==> src/rtl/wavegen_pkg.sv <==
package wavegen_pkg;

    localparam int CNT_W = 8;
    localparam int PSC_W = 10;

    typedef enum logic [1:0] {
        WG_NORMAL = 2'b00,
        WG_PHASE  = 2'b01,
        WG_CTC    = 2'b10,
        WG_FAST   = 2'b11
    } wg_mode_e;

    typedef enum logic [1:0] {
        OC_HOLD,
        OC_TOGGLE,
        OC_CLEAR,
        OC_SET
    } oc_act_e;

    // Per-tick view of the counter handed to the output stage
    typedef struct packed {
        logic tick;
        logic at_max;
        logic match;
        logic up;
        logic cmp_is_max;
    } cnt_evt_t;

    typedef struct packed {
        wg_mode_e   mode;
        logic [1:0] act;
        logic [2:0] cs;
    } wg_cfg_t;

    function automatic logic mode_is_pwm(wg_mode_e m);
        return (m == WG_PHASE) || (m == WG_FAST);
    endfunction

    // Number of low prescaler bits that must be all ones for a tick
    function automatic int psc_shift(logic [2:0] cs);
        case (cs)
            3'd1:    return 0;
            3'd2:    return 3;
            3'd3:    return 5;
            3'd4:    return 6;
            3'd5:    return 7;
            3'd6:    return 8;
            default: return 10;
        endcase
    endfunction

    // Action for non-PWM compare matches
    function automatic oc_act_e plain_act(logic [1:0] act);
        case (act)
            2'b01:   return OC_TOGGLE;
            2'b10:   return OC_CLEAR;
            2'b11:   return OC_SET;
            default: return OC_HOLD;
        endcase
    endfunction

endpackage

==> src/rtl/wg_prescaler.sv <==
module wg_prescaler
    import wavegen_pkg::*;
#(
    parameter int W = PSC_W
) (
    input  logic       clk,
    input  logic       rst,
    input  logic [2:0] cs,
    output logic       tick
);

    logic [W-1:0] psc_q;
    logic [W-1:0] mask;

    always_ff @(posedge clk) begin
        if (rst) psc_q <= '0;
        else     psc_q <= psc_q + 1'b1;
    end

    always_comb begin
        mask = W'((1 << psc_shift(cs)) - 1);
        tick = (cs != 3'd0) && (&(psc_q | ~mask));
    end

    // divide-by-one selection ticks every cycle
    a_r2_div1_every_cycle: assert property (@(posedge clk) disable iff (rst)
        (cs == 3'd1) |-> tick);

    // a tick with divide-by-8 selected never repeats on the next cycle
    a_r2_div8_spacing: assert property (@(posedge clk) disable iff (rst)
        (tick && cs == 3'd2 && $stable(cs)) |=> !tick || cs != 3'd2);

endmodule

==> src/rtl/wg_counter.sv <==
module wg_counter
    import wavegen_pkg::*;
#(
    parameter int W = CNT_W
) (
    input  logic         clk,
    input  logic         rst,
    input  logic         tick,
    input  wg_mode_e     mode,
    input  logic         cmp_we,
    input  logic [W-1:0] cmp_data,
    output cnt_evt_t     evt
);

    localparam logic [W-1:0] MAXV = '1;
    localparam logic [W-1:0] ONE  = W'(1);

    logic [W-1:0] cnt_q;
    logic [W-1:0] ocr_q;
    logic [W-1:0] buf_q;
    logic         up_q;
    logic         pwm;
    logic         at_max;
    logic         load_now;

    always_comb begin
        pwm      = mode_is_pwm(mode);
        at_max   = (cnt_q == MAXV);
        load_now = tick && pwm && at_max && (mode == WG_FAST || up_q);
    end

    // Count sequence
    always_ff @(posedge clk) begin
        if (rst) begin
            cnt_q <= '0;
            up_q  <= 1'b1;
        end else if (tick) begin
            case (mode)
                WG_CTC: begin
                    cnt_q <= (cnt_q == ocr_q) ? '0 : cnt_q + ONE;
                    up_q  <= 1'b1;
                end
                WG_PHASE: begin
                    if (up_q) begin
                        if (at_max) begin
                            up_q  <= 1'b0;
                            cnt_q <= MAXV - ONE;
                        end else begin
                            cnt_q <= cnt_q + ONE;
                        end
                    end else begin
                        if (cnt_q == '0) begin
                            up_q  <= 1'b1;
                            cnt_q <= ONE;
                        end else begin
                            cnt_q <= cnt_q - ONE;
                        end
                    end
                end
                default: begin
                    cnt_q <= cnt_q + ONE;
                    up_q  <= 1'b1;
                end
            endcase
        end
    end

    // Compare register with buffer used by the PWM modes
    always_ff @(posedge clk) begin
        if (rst) begin
            buf_q <= '0;
            ocr_q <= '0;
        end else begin
            if (cmp_we) buf_q <= cmp_data;
            if (cmp_we && (!pwm || load_now)) ocr_q <= cmp_data;
            else if (load_now)                ocr_q <= buf_q;
        end
    end

    always_comb begin
        evt.tick       = tick;
        evt.at_max     = at_max;
        evt.match      = (cnt_q == ocr_q);
        evt.up         = up_q;
        evt.cmp_is_max = (ocr_q == MAXV);
    end

    // no tick, no count change
    a_r2_hold_without_tick: assert property (@(posedge clk) disable iff (rst)
        !tick |=> $stable(cnt_q));

    // CTC returns to zero after the matching tick
    a_r4_ctc_clear: assert property (@(posedge clk) disable iff (rst)
        (tick && mode == WG_CTC && cnt_q == ocr_q) |=> (cnt_q == '0));

    // phase-correct turns at the bottom
    a_r8_turn_at_bottom: assert property (@(posedge clk) disable iff (rst)
        (tick && mode == WG_PHASE && !up_q && cnt_q == '0) |=> (up_q && cnt_q == ONE));

    // phase-correct turns at the top
    a_r8_turn_at_top: assert property (@(posedge clk) disable iff (rst)
        (tick && mode == WG_PHASE && up_q && at_max) |=> (!up_q && cnt_q == MAXV - ONE));

    // direct write in non-PWM modes
    a_r5_direct_write: assert property (@(posedge clk) disable iff (rst)
        (cmp_we && !pwm) |=> (ocr_q == $past(cmp_data)));

    // buffered load at the period boundary
    a_r9_buffer_load: assert property (@(posedge clk) disable iff (rst)
        (load_now && !cmp_we) |=> (ocr_q == $past(buf_q)));

    // buffered value does not leak into the active value mid-period
    a_r7_no_early_load: assert property (@(posedge clk) disable iff (rst)
        (pwm && !load_now) |=> $stable(ocr_q));

endmodule

==> src/rtl/wg_output.sv <==
module wg_output
    import wavegen_pkg::*;
(
    input  logic       clk,
    input  logic       rst,
    input  wg_mode_e   mode,
    input  logic [1:0] act,
    input  cnt_evt_t   evt,
    output logic       oc
);

    logic    oc_q;
    oc_act_e op;

    // Pick the action for this tick
    always_comb begin
        op = OC_HOLD;
        if (evt.tick) begin
            case (mode)
                WG_FAST: begin
                    if (act[1]) begin
                        if (evt.at_max)     op = act[0] ? OC_CLEAR : OC_SET;
                        else if (evt.match) op = act[0] ? OC_SET : OC_CLEAR;
                    end
                end
                WG_PHASE: begin
                    if (act[1]) begin
                        if (evt.cmp_is_max) begin
                            if (evt.at_max) op = act[0] ? OC_CLEAR : OC_SET;
                        end else if (evt.match) begin
                            op = (evt.up == act[0]) ? OC_SET : OC_CLEAR;
                        end
                    end
                end
                default: begin
                    if (evt.match) op = plain_act(act);
                end
            endcase
        end
    end

    always_ff @(posedge clk) begin
        if (rst) begin
            oc_q <= 1'b0;
        end else begin
            case (op)
                OC_TOGGLE: oc_q <= ~oc_q;
                OC_CLEAR:  oc_q <= 1'b0;
                OC_SET:    oc_q <= 1'b1;
                default:   oc_q <= oc_q;
            endcase
        end
    end

    assign oc = oc_q;

    // the level only moves on a tick
    a_r3_quiet_between_ticks: assert property (@(posedge clk) disable iff (rst)
        !evt.tick |=> $stable(oc_q));

    // reserved code holds the level in PWM modes
    a_r11_reserved_hold: assert property (@(posedge clk) disable iff (rst)
        (mode_is_pwm(mode) && act == 2'b01) |=> $stable(oc_q));

    // fast PWM non-inverting sets at the top
    a_r6_fast_top_set: assert property (@(posedge clk) disable iff (rst)
        (evt.tick && mode == WG_FAST && act == 2'b10 && evt.at_max) |=> oc_q);

    // phase-correct with compare at max ignores the match below the top
    a_r10_phase_max_ignored: assert property (@(posedge clk) disable iff (rst)
        (mode == WG_PHASE && act[1] && evt.cmp_is_max && !evt.at_max) |=> $stable(oc_q));

endmodule

==> src/rtl/timer_wavegen.sv <==
module timer_wavegen
    import wavegen_pkg::*;
(
    input  logic       clk,
    input  logic       rst,
    input  logic       cfg_we,
    input  logic [1:0] cfg_mode,
    input  logic [1:0] cfg_act,
    input  logic [2:0] cfg_cs,
    input  logic       cmp_we,
    input  logic [7:0] cmp_data,
    input  logic       pin_oe,
    output logic       wave_out,
    output logic       wave_conn
);

    wg_cfg_t  cfg_q;
    logic     tick;
    cnt_evt_t evt;
    logic     oc;

    always_ff @(posedge clk) begin
        if (rst) begin
            cfg_q <= '{mode: WG_NORMAL, act: 2'b00, cs: 3'b000};
        end else if (cfg_we) begin
            cfg_q <= '{mode: wg_mode_e'(cfg_mode), act: cfg_act, cs: cfg_cs};
        end
    end

    wg_prescaler #(.W(PSC_W)) u_psc (
        .clk  (clk),
        .rst  (rst),
        .cs   (cfg_q.cs),
        .tick (tick)
    );

    wg_counter #(.W(CNT_W)) u_cnt (
        .clk      (clk),
        .rst      (rst),
        .tick     (tick),
        .mode     (cfg_q.mode),
        .cmp_we   (cmp_we),
        .cmp_data (cmp_data),
        .evt      (evt)
    );

    wg_output u_out (
        .clk  (clk),
        .rst  (rst),
        .mode (cfg_q.mode),
        .act  (cfg_q.act),
        .evt  (evt),
        .oc   (oc)
    );

    always_comb begin
        wave_conn = (cfg_q.act != 2'b00) && pin_oe;
        wave_out  = wave_conn ? oc : 1'b0;
    end

    // a disconnected pin never shows a high level
    a_r12_idle_pin_low: assert property (@(posedge clk) disable iff (rst)
        !wave_conn |-> !wave_out);

    // the cycle after reset the pin is released
    a_r1_reset_state: assert property (@(posedge clk)
        rst |=> (!wave_conn && !wave_out));

endmodule

==> config.mk <==
export PLATFORM = sky130hd
export DESIGN_NAME = timer_wavegen
export DESIGN_NICKNAME = d
export VERILOG_FILES = /design/src/rtl/wavegen_pkg.sv /design/src/rtl/wg_prescaler.sv /design/src/rtl/wg_counter.sv /design/src/rtl/wg_output.sv /design/src/rtl/timer_wavegen.sv
export SDC_FILE = /design/constraint.sdc
export NUM_CORES = 1
export LEC_CHECK = 0
export ABC_AREA = 1
export BUFFER_PORTS_ARGS = -buffer_cell sky130_fd_sc_hd__buf_2
export CORE_UTILIZATION = 64
export DETAILED_ROUTE_END_ITERATION = 16
export PLACE_DENSITY = 0.95
export SETUP_SLACK_MARGIN = 0.5
export SKIP_CTS_REPAIR_TIMING = 1
export SYNTH_ARGS = -nofsm -noshare
export SYNTH_HDL_FRONTEND = slang
export SYNTH_SLANG_ARGS = --single-unit
==> constraint.sdc <==
create_clock -name clk -period 4.7 [get_ports clk]
set_clock_uncertainty 0.15 [all_clocks]
set_input_delay 0.94 -clock clk [delete_from_list [all_inputs] [get_ports clk]]
set_output_delay 0.94 -clock clk [all_outputs]
set_load 0.02 [all_outputs]
==> impl_metrics.ini <==
[placed_design]
port_buffers = 21
dp_hpwl_mm = 4.285
gp_congestion = 0.9655
dp.cells = 433
dpl_cell_area_mm2 = 0.002670

[final_layout]
final_nets = 419
drive_above_1_share = 0.1170
final_cells = 441
diodes = 0
final_cell_area_mm2 = 0.002806
syn_to_final_growth_pct = 8.883

[outcome]
status = complete, no violations

[synthesis]
synthTopCellsByArea = dfxtp_1 33%, nand2_1 15%, a21oi_1 5.8%
avgSynthCellArea_um2 = 6.819
synth_top_cells_by_count = 101 x nand2_1, 43 x dfxtp_1, 36 x inv_1
synth_nets = 405
synth_top_area_frac = 0.3340
synthArstFlopShare = 0
ys_types = 36
synth_top_cell_by_area = dfxtp_1
ys_seq_elements = 43
yosys_most_used_dff = dfxtp_1
synth_most_common_cell = nand2_1
synth_area_mm2 = 0.002577
synth_edf_count = 0
yosys_warnings = 0
syn_inst = 378
synth-seq-area-share = 0.3340

[timing]
clock.fmax_mhz = 373.8
period_needed_ns = 2.675
rsz0062_at_grt = false
finalSetupViolCount = 0
maxSlewViolCount = 0
slew_headroom = 0.4948
post-route-period-util = 0.5691
final.setup.tns_ns = 0
worstMarginPinSlew_ns = 0.7570
final_hold_viol_count = 0

[global_routing]
grt_usage = 0.3171
grt_start_max_net_pins = 26
antenna_found_initial = 0
grt_pass1_wl_mm = 10.41
grt_pass1_vias = 2374
grt_overflow_total = 0

[floorplan]
initial_core_util = 0.6835
fp.dieH_um = 65.46
core_area_mm2 = 0.003771
rows = 22
io_pins = 22
dieArea_mm2 = 0.004285
die_w_um = 65.46

[routing]
avgViaCountPerCell = 5.868
drc = 0
ant_nets = 0
drt_iter0_drc = 208
wirelength_mm = 6.109
first_pass_iters = 7
num_vias = 2588
wire_per_inst_um = 13.85

[cts]
cts_buffers = 5
clkLatencyLatePin_ns = 0.30
clkSinkCount = 43
clk_pin_slew_ns = 0.08
cts-htree-levels = 2
cts_root_buffer = clkbuf_8
clockBufferDepth = 2
cts_tree = built

[critical_path]
cp.arrival_ns = 2.77
worstSetupPathType = reg -> reg
required_ns = 4.80
crit_fanout = 16
end_kind = flop
r2r_start = cfg_q[0]
cp-startpoint = cfg_q[0]
startpoint_type = flop

[power]
power_density_mw_per_mm2 = 296.5
finalPower_mw = 0.8321
p_leak_nw = 1.247
vdd_drop_max_mv = 0.2280

[worst_hold_path]
hold_path.class = reg -> reg
hold_start = u_cnt.buf_q[3]

[run]
drv_cap = 0
[cell usage in the layout, fill, tap and decap left out]
cell	synthesis	final
nand2_1	101	101
dfxtp_1	43	43
inv_1	36	36
a21oi_1	30	30
o21ai_0	25	25
nand3_1	22	22
nor2_1	22	22
buf_2	4	21
o211ai_1	11	11
nor3_1	10	10
o2111ai_1	9	9
xor2_1	7	7
ha_1	7	7
inv_2	6	6
xnor2_1	5	5
clkbuf_8	0	5
a31oi_1	4	4
nand4_1	4	4
nor2_2	3	3
o21a_1	2	2
o21ai_1	2	2
o31ai_1	2	2
nor4_1	2	2
bufinv_16	0	2
and2_1	1	1
o21ai_2	1	1
nand2_4	1	1
inv_6	1	1
a21oi_2	1	1
nand3_2	1	1
nor3_4	1	1
or2_2	1	1
a21boi_0	1	1
o2111ai_4	1	1
conb_1	1	1
clkinvlp_4	0	1
[cell type report]
type / count / area, um2
clock buffers: 5 / 68.82
clock inverters: 3 / 67.56
fillers: 262 / 964.7
inverters: 43 / 166.4
multi-input cells: 278 / 1478
flip-flops and latches: 43 / 860.8
well taps: 48 / 60.06
repair buffers: 21 / 105.1
[critical path, stage by stage (launching register included)]
cell	delay, ns
dfxtp_1	0.40
inv_1	0.09
nor3_1	0.24
inv_1	0.10
ha_1	0.25
nand2_1	0.08
o21a_1	0.11
nand2_1	0.06
nor2_1	0.21
nand2_4	0.15
inv_6	0.16
o2111ai_4	0.27
o21ai_0	0.20
nand2_1	0.08
nand2_1	0.06
[kinds of logic (layout without fill, tap and decap cells)]
logic type | after synthesis | after routing | share of synthesized area
AND/OR/NAND/NOR | 169 | 169 | 0.2825
buffers and inverters | 57 | 72 | 0.09272
XOR/XNOR | 12 | 12 | 0.04078
adder cells (fa/ha/maj) | 7 | 7 | 0.03398
flip-flops | 43 | 43 | 0.3340
other | 1 | 1 | 0.001455
AO/OA/AOI/OAI | 89 | 89 | 0.2146
[stage by stage]
stage               utilization  hold slack (ns)  worst slack (ns)
floorplan                     -           0.2797             2.181
global placement         0.7080           0.2946             2.210
global route             0.7442           0.3391             1.778
CTS                      0.7442           0.3206             2.079
detailed placement       0.7080           0.3081             2.132
finish                   0.7442           0.3209             2.025
[per-layer routing]
metal / part of all wire / up-vias / track usage / routed length [um]
met5: 0 / - / 0 / 0
met4: 0.016 / 0 / 0.1250 / 98
met3: 0.068 / 13 / 0.06944 / 417
met2: 0.46 / 107 / 0.5219 / 2827
met1: 0.45 / 1179 / 0.4006 / 2766
li1: - / 1289 / - / -
[registers in the layout, indices dropped and copies added (netlist names)]
signal / count
u_psc.psc_q: 10
u_cnt.cnt_q: 8
u_cnt.buf_q: 8
u_cnt.ocr_q: 8
u_cnt.up_q: 1
u_out.oc: 1
cfg_q: 7
[power by group]
| group | leakage [nW] | total, mW | switching, mW | internal (mW) |
|---|---|---|---|---|
| clock | 0.0644 | 0.344 | 0.132 | 0.212 |
| sequential | 0.351 | 0.388 | 0.0116 | 0.377 |
| combinational | 0.832 | 0.0996 | 0.0656 | 0.0340 |
[final timing paths]
| kind | endpoint | slack, ns | cells past startpoint |
|---|---|---|---|
| min | u_cnt.buf_q[3] | 0.32 | 2 |
| max reg2reg | u_cnt.ocr_q[7] | 2.03 | 14 |
| max | u_cnt.ocr_q[7] | 2.03 | 14 |
| min reg2reg | u_cnt.buf_q[3] | 0.32 | 2 |
(Power assumes the default switching activity.)
